**config.mk**
```make
export PLATFORM = sky130hd
export DESIGN_NAME = sat_mac
export DESIGN_NICKNAME = d
export VERILOG_FILES = /design/src/rtl/sat_mac_pkg.sv /design/src/rtl/mac_term.sv /design/src/rtl/mac_sat_add.sv /design/src/rtl/mac_hiword.sv /design/src/rtl/sat_mac.sv
export SDC_FILE = /design/constraint.sdc
export NUM_CORES = 1
export LEC_CHECK = 0
export CORE_ASPECT_RATIO = 0.75
export CORE_MARGIN = 2
export CORE_UTILIZATION = 45
export CTS_CLUSTER_SIZE = 28
export DETAILED_ROUTE_END_ITERATION = 10
export PLACE_DENSITY_LB_ADDON = 0.08
export SYNTH_ARGS = -nofsm -noshare
export SYNTH_HDL_FRONTEND = slang
export SYNTH_HIERARCHICAL = 1
export SYNTH_SLANG_ARGS = --single-unit
```
**constraint.sdc**
```tcl
create_clock -name clk -period 3.9 [get_ports clk]
set_input_delay 1.17 -clock clk [delete_from_list [all_inputs] [get_ports clk]]
set_output_delay 1.17 -clock clk [all_outputs]
set_load 0.02 [all_outputs]
```
**src/rtl/sat_mac_pkg.sv**
```systemverilog
`timescale 1ns/1ps
package sat_mac_pkg;
    // Kind of update applied to the accumulator in a cycle
    typedef enum logic [1:0] {
        ACC_KEEP  = 2'd0,
        ACC_ZERO  = 2'd1,
        ACC_SEED  = 2'd2,
        ACC_STEP  = 2'd3
    } acc_op_e;
endpackage

```
**src/rtl/mac_term.sv**
```systemverilog
`timescale 1ns/1ps
// Signed multiply, optional doubling, optional negation
module mac_term #(
    parameter int DW = 16,
    localparam int PW = 2 * DW,
    localparam int TW = PW + 1
) (
    input  logic [DW-1:0]        a_i,
    input  logic [DW-1:0]        b_i,
    input  logic                 frac_i,
    input  logic                 neg_i,
    output logic signed [TW-1:0] term_o
);
    logic signed [PW-1:0] prod_w;
    logic signed [TW-1:0] wide_w;
    logic signed [TW-1:0] scaled_w;

    always_comb begin
        prod_w   = $signed(a_i) * $signed(b_i);
        wide_w   = {prod_w[PW-1], prod_w};
        scaled_w = frac_i ? (wide_w <<< 1) : wide_w;
        term_o   = neg_i ? -scaled_w : scaled_w;
    end
endmodule

```
**src/rtl/mac_sat_add.sv**
```systemverilog
`timescale 1ns/1ps
// Extended add with clamp to the accumulator range
module mac_sat_add #(
    parameter int AW = 40,
    parameter int TW = 33
) (
    input  logic signed [AW-1:0] base_i,
    input  logic signed [TW-1:0] term_i,
    output logic signed [AW-1:0] sum_o,
    output logic                 sat_o
);
    localparam int XW = AW + 1;
    localparam logic signed [AW-1:0] POS_LIM = {1'b0, {(AW-1){1'b1}}};
    localparam logic signed [AW-1:0] NEG_LIM = {1'b1, {(AW-1){1'b0}}};

    logic signed [XW-1:0] base_x;
    logic signed [XW-1:0] term_x;
    logic signed [XW-1:0] raw_x;

    always_comb begin
        base_x = {base_i[AW-1], base_i};
        term_x = {{(XW-TW){term_i[TW-1]}}, term_i};
        raw_x  = base_x + term_x;
        sat_o  = raw_x[XW-1] ^ raw_x[XW-2];
        if (!sat_o)
            sum_o = raw_x[AW-1:0];
        else if (raw_x[XW-1])
            sum_o = NEG_LIM;
        else
            sum_o = POS_LIM;
    end
endmodule

```
**src/rtl/mac_hiword.sv**
```systemverilog
`timescale 1ns/1ps
// Upper product half of the accumulator, rounded or truncated, clamped
module mac_hiword #(
    parameter int DW    = 16,
    parameter int AW    = 40,
    parameter bit ROUND = 1'b1
) (
    input  logic signed [AW-1:0] acc_i,
    output logic [DW-1:0]        hi_o
);
    localparam int XW = AW + 1;
    localparam int SW = XW - DW;

    logic signed [XW-1:0] biased_w;
    logic signed [SW-1:0] top_w;
    logic [SW-DW:0]       sign_run_w;

    generate
        if (ROUND) begin : g_round
            always_comb biased_w = {acc_i[AW-1], acc_i} + (XW'(1) <<< (DW - 1));
        end else begin : g_trunc
            always_comb biased_w = {acc_i[AW-1], acc_i};
        end
    endgenerate

    always_comb begin
        top_w      = biased_w[XW-1:DW];
        sign_run_w = top_w[SW-1:DW-1];
        if ((&sign_run_w) || !(|sign_run_w))
            hi_o = top_w[DW-1:0];
        else if (top_w[SW-1])
            hi_o = {1'b1, {(DW-1){1'b0}}};
        else
            hi_o = {1'b0, {(DW-1){1'b1}}};
    end
endmodule

```
**src/rtl/sat_mac.sv**
```systemverilog
`timescale 1ns/1ps
module sat_mac
    import sat_mac_pkg::*;
#(
    parameter int DW    = 16,
    parameter int GUARD = 8,
    parameter bit ROUND = 1'b1,
    localparam int AW   = 2 * DW + GUARD,
    localparam int TW   = 2 * DW + 1
) (
    input  logic          clk,
    input  logic          rst_n,
    input  logic          in_valid,
    input  logic [DW-1:0] op_a,
    input  logic [DW-1:0] op_b,
    input  logic          sub_en,
    input  logic          clr,
    input  logic          frac_en,
    output logic [AW-1:0] acc_out,
    output logic [DW-1:0] hi_word,
    output logic          ovf_flag
);
    localparam logic signed [AW-1:0] POS_LIM = {1'b0, {(AW-1){1'b1}}};
    localparam logic signed [AW-1:0] NEG_LIM = {1'b1, {(AW-1){1'b0}}};

    typedef struct packed {
        logic signed [AW-1:0] acc;
        logic                 ovf;
    } mac_state_t;

    mac_state_t st_d, st_q;
    acc_op_e    op_d;

    logic signed [TW-1:0] term_w;
    logic signed [AW-1:0] base_w;
    logic signed [AW-1:0] sum_w;
    logic                 sat_w;

    mac_term #(.DW(DW)) u_term (
        .a_i    (op_a),
        .b_i    (op_b),
        .frac_i (frac_en),
        .neg_i  (sub_en),
        .term_o (term_w)
    );

    mac_sat_add #(.AW(AW), .TW(TW)) u_add (
        .base_i (base_w),
        .term_i (term_w),
        .sum_o  (sum_w),
        .sat_o  (sat_w)
    );

    mac_hiword #(.DW(DW), .AW(AW), .ROUND(ROUND)) u_hi (
        .acc_i (st_q.acc),
        .hi_o  (hi_word)
    );

    always_comb begin
        if (in_valid)
            op_d = clr ? ACC_SEED : ACC_STEP;
        else
            op_d = clr ? ACC_ZERO : ACC_KEEP;

        base_w = (op_d == ACC_SEED) ? '0 : st_q.acc;
        st_d   = st_q;
        unique case (op_d)
            ACC_ZERO: begin
                st_d.acc = '0;
                st_d.ovf = 1'b0;
            end
            ACC_SEED: begin
                st_d.acc = sum_w;
                st_d.ovf = sat_w;
            end
            ACC_STEP: begin
                st_d.acc = sum_w;
                st_d.ovf = st_q.ovf | sat_w;
            end
            default: st_d = st_q;
        endcase
    end

    always_ff @(posedge clk or negedge rst_n) begin
        if (!rst_n)
            st_q <= '0;
        else
            st_q <= st_d;
    end

    assign acc_out  = st_q.acc;
    assign ovf_flag = st_q.ovf;

    // idle cycles leave the accumulator untouched
    assert_idle_hold_R4: assert property (@(posedge clk) disable iff (!rst_n)
        (!in_valid && !clr) |=> ($stable(acc_out) && $stable(ovf_flag)));

    // a lone clear empties the sum and the flag
    assert_clear_zero_R6: assert property (@(posedge clk) disable iff (!rst_n)
        (clr && !in_valid) |=> (acc_out == '0 && !ovf_flag));

    // the flag only drops after a clear
    assert_sticky_ovf_R10: assert property (@(posedge clk) disable iff (!rst_n)
        (ovf_flag && !clr) |=> ovf_flag);

    // a new overflow leaves the accumulator on a range limit
    assert_clamp_limit_R8: assert property (@(posedge clk) disable iff (!rst_n)
        $rose(ovf_flag) |-> ($signed(acc_out) == POS_LIM || $signed(acc_out) == NEG_LIM));

    // a negative sum never yields a positive high word
    assert_hi_sign_R11: assert property (@(posedge clk) disable iff (!rst_n)
        acc_out[AW-1] |-> (hi_word[DW-1] || hi_word == '0));
endmodule

```
==> results of run 1 <==
-- placed cells by master, fill, tap and decap left out, drive strengths merged, types with 8 or more instances in the layout --
cell           Yosys  layout
nand3             32      32
xor2              42      42
buf               31     646
nand4             17      17
or4                9       9
a31oi             10      10
mux2i             10      10
nor2              95      95
nand2b            23      23
nor4              12      12
a211oi            24      24
dfrtp             41      41
nand2            217     217
fa               263     263
o211ai            21      21
inv              346     346
clkbuf            62      21
o211a              8       8
and3              26      26
or3                9       9
clkdlybuf4s50      0      46
xnor2             52      52
a22o              42      42
o21ai             88      88
o31ai             12      12
ha               124     124
a21oi            124     124
a21o              36      36
nor3              34      34
o21bai            13      13
and2             177     177
-- layout make-up --
cell class,instances,area (um^2),share of cell area
Inverter,347,1310,0.05140
Clock inverter,1,30.03,0.001178
Clock buffer,7,142.6,0.005597
Multi-Input combinational cell,1618,16070,0.6307
Timing Repair Buffer,714,6261,0.2457
Sequential cell,41,1026,0.04026
Tap cell,512,640.6,0.02514
-- Yosys cell counts (4+ instances only) --
cell      count
o21a_1        4
nor2_1       92
or3_1         8
buf_6        12
nand2_1     215
and3_2        4
clkbuf_1     60
and2_1      176
nor3b_1       4
a311oi_1      5
a211o_1       5
buf_1         4
and3_1       22
buf_4         6
a211oi_1     24
a21o_1       36
ha_1        124
o21ai_0      70
buf_2         9
nand4_1      15
or4_1         5
o211ai_1     21
inv_1       346
o21ai_2       8
a22o_1       42
xor2_1       41
nor4_1        9
a21oi_2       4
dfrtp_1      41
a21oi_1     120
a21boi_0      4
o31ai_1      10
o21ai_1       9
fa_1        263
nand3_1      32
mux2i_1      10
nor2b_1       6
o21bai_1     13
xnor2_1      52
nor3_1       32
a31oi_1      10
nand2b_1     23
o22ai_1       6
o211a_1       8
-- cell families (layout without fill, tap and decap cells) --
family          after synthesis  in the layout
compound gates              445            445
mux                          12             12
xor+xnor                     94             94
buf+inv                     440           1069
simple gates                676            676
fa+ha+maj                   391            391
flops                        41             41
-- critical path: cells and delay by family --
kind                       cells  cell delay, ps
and+or+nand+nor                9            1860
AOI/OAI and AO/OA             11            2240
buffers and inverters         13            1340
xor gates and xnor gates       2             410
adders and majority gates      8            3090
-- per-stage QoR --
step                area (um^2)  cells  setup slack [ps]
finish                    25480   3240             -6065
global route              25480   3240             -6345
CTS                       24900   3201             -5917
detailed placement        22830   3081             -7164
global placement          22830   3081             -7094
floorplan                 18310   2099             -5842
-- repair_timing --
action                     in CTS  in global routing
cloned                         12                  2
gates resized for setup       393                126
pin swaps                     189                100
setup endpoints to repair      56                 56
buffers inserted              100                 43
-- per-layer routing --
metal  routed length (um)  track usage  up-vias
met5                    0            0        -
met4                  436      0.02984        0
met3                 3456      0.04391       43
met2                25030       0.4460      451
met1                26810       0.4258     8672
li1                     -            -     8185
-- state kept, by name, summed over array words and instances, names as in the netlist --
name	cells
ovf_flag	1
acc_out	40
-- how the worst min path moves through the flow --
stage | startpoint | end | slack [ps] | cells past startpoint
floorplan | ovf_flag | ovf_flag | 610 | 2
global placement | acc_out[13] | acc_out[13] | 510 | 1
detailed placement | acc_out[12] | acc_out[12] | 510 | 1
CTS | acc_out[2] | acc_out[2] | 530 | 1
global route | acc_out[12] | acc_out[12] | 540 | 1
finish | acc_out[12] | acc_out[12] | 520 | 1
==> results.md, run 1 <==
- Status: finished with violations
- Failing checks: setup timing
- Worst setup endpoint: acc_out[20]
- CTS tree: yes
- Ys Warns: 6
- Final ANT Viol Nets: 0
- CP required: around 4100 ps
- DR vias/cell: 5.355
- Via count: between 15000 and 20000
- Total track usage: 0.2836
- Setup violators final: 55
- Layout Utilization: 0.6704
- Largest area contributor in the netlist: fa_1
- Die height: around 170 um
- Final setup TNS: -249400 ps
- Area of the mapped netlist: around 17000 um^2
- Initial drt markers: ~1000
- CTS sink count: 41
- Avg Cell Area, Syn: 8.212 um^2
- Final count of pins violating max slew: 0
- CP startpoint: op_b[6]
- Synth Instances: roughly 2100
- Grt ovf: 0
- Sequential cell area fraction in the yosys report: 0.05952
- Top Ports: 95
- CTS H-tree depth: 2
- Slew margin rel.: 0.3338
- Worst hold path type: flip-flop to flip-flop
- Die area: about 40000 um^2
- Cell row count: a little over 60
- Nets@finish: 3152
- CP peak stage delay: 560 ps
- Layout area overhead: 47.84%
- Worst reg2reg endpoint: acc_out[20]
- Worst Skew: roughly 9 ps
- DRC errors left: 0
- Num CTS Buffers: 5
- Crit-path slowest cell: fa_1
- Initial antenna violation count: 0
- CTS Hold Bufs: 0
- Clock transition at path regs: ~70 ps
- Fraction of registers with async set/reset: 1.000
- Compound-Gate Fraction of Synth Area: 0.1785
- Post-synthesis simple-gate area fraction: 0.2044
- Critical path type: input port to flip-flop
- Largest net degree at the start of global routing: 63
- Layout cells sized above 1: 0.3750
- Worst Path Arrival: 10150 ps
- Iteration count of the initial detailed-routing pass: 5
- Minimum clock period: approximately 10000 ps
- R2R depth: 14
- Adder-cell area share of the yosys netlist: 0.3978
- Crit end category: flip-flop
- Antenna cells: 0
- Worst r2r src: acc_out[0]
- Vias in the first global route: roughly 18000
- Largest family of logic cells by synthesized area: adder cells
- R2R setup slack: -60 ps
- Fmax: 100.3 MHz
- Max Cap Violations: 0
- Crit path launch type: input port
- Post-synth EDFFs: 0
- Crit-path max FO: 10
- Fillcell total: about 3200
- Final Hold Vio Count: 0
- Seq cells post-synth: between 40 and 50
- CTS Buffer Depth: 2
- Clk_lat worst skew: about 300 ps
- Die width: 230.0 um
- DRT Wirelength: approximately 56000 um
- RSZ-0062 raised after global routing: yes
- DP HPWL: between 40000 and 50000 um
- Worst slew pin tran: about 1000 ps
- Synth top area share: 0.3054
- Proportion of synthesized area in mux cells: 0.007767
- First-pass GRT wire length: roughly 92000 um
- Core area: roughly 38000 um^2
- Starting Density: 0.4535
- DR WL/cell: 17.20 um
- Unique masters post-synth: 102
- XOR/XNOR Fraction of Synth Area: 0.04885
- Main synth FF type: dfrtp_1
- PnR worst setup slack: -6065 ps
- Synth top area cells: fa_1 31%, ha_1 9.0%, inv_1 7.5%
- Syn_nets: approximately 2500
- Clock root buffer: clkbuf_16
- Fin crit share: 2.555
- CP most frequent cell: fa_1
- Hold slack final: around 520 ps
- I/O Buffers: between 90 and 100
- Routability cong.: 0.8816
Power of run 1 is left out: the tool's default activity adds up to more than one toggle a clock period on the data nets, which glitch-free logic cannot reach.
==> run 2: changes to the inputs <==
--- a/config.mk
+++ b/config.mk
@@ -5,11 +5,13 @@
 export SDC_FILE = /design/constraint.sdc
 export NUM_CORES = 1
 export LEC_CHECK = 0
+export ABC_CLOCK_PERIOD_IN_PS = 3900
 export CORE_ASPECT_RATIO = 0.75
 export CORE_MARGIN = 2
 export CORE_UTILIZATION = 45
 export CTS_CLUSTER_SIZE = 28
 export DETAILED_ROUTE_END_ITERATION = 10
+export HOLD_SLACK_MARGIN = 0.1
 export PLACE_DENSITY_LB_ADDON = 0.08
 export SYNTH_ARGS = -nofsm -noshare
 export SYNTH_HDL_FRONTEND = slang
==> results of run 2 <==
The final DEF is identical to that of run 1; final timing and power are the same.
Power of run 2 is left out for the same reason.
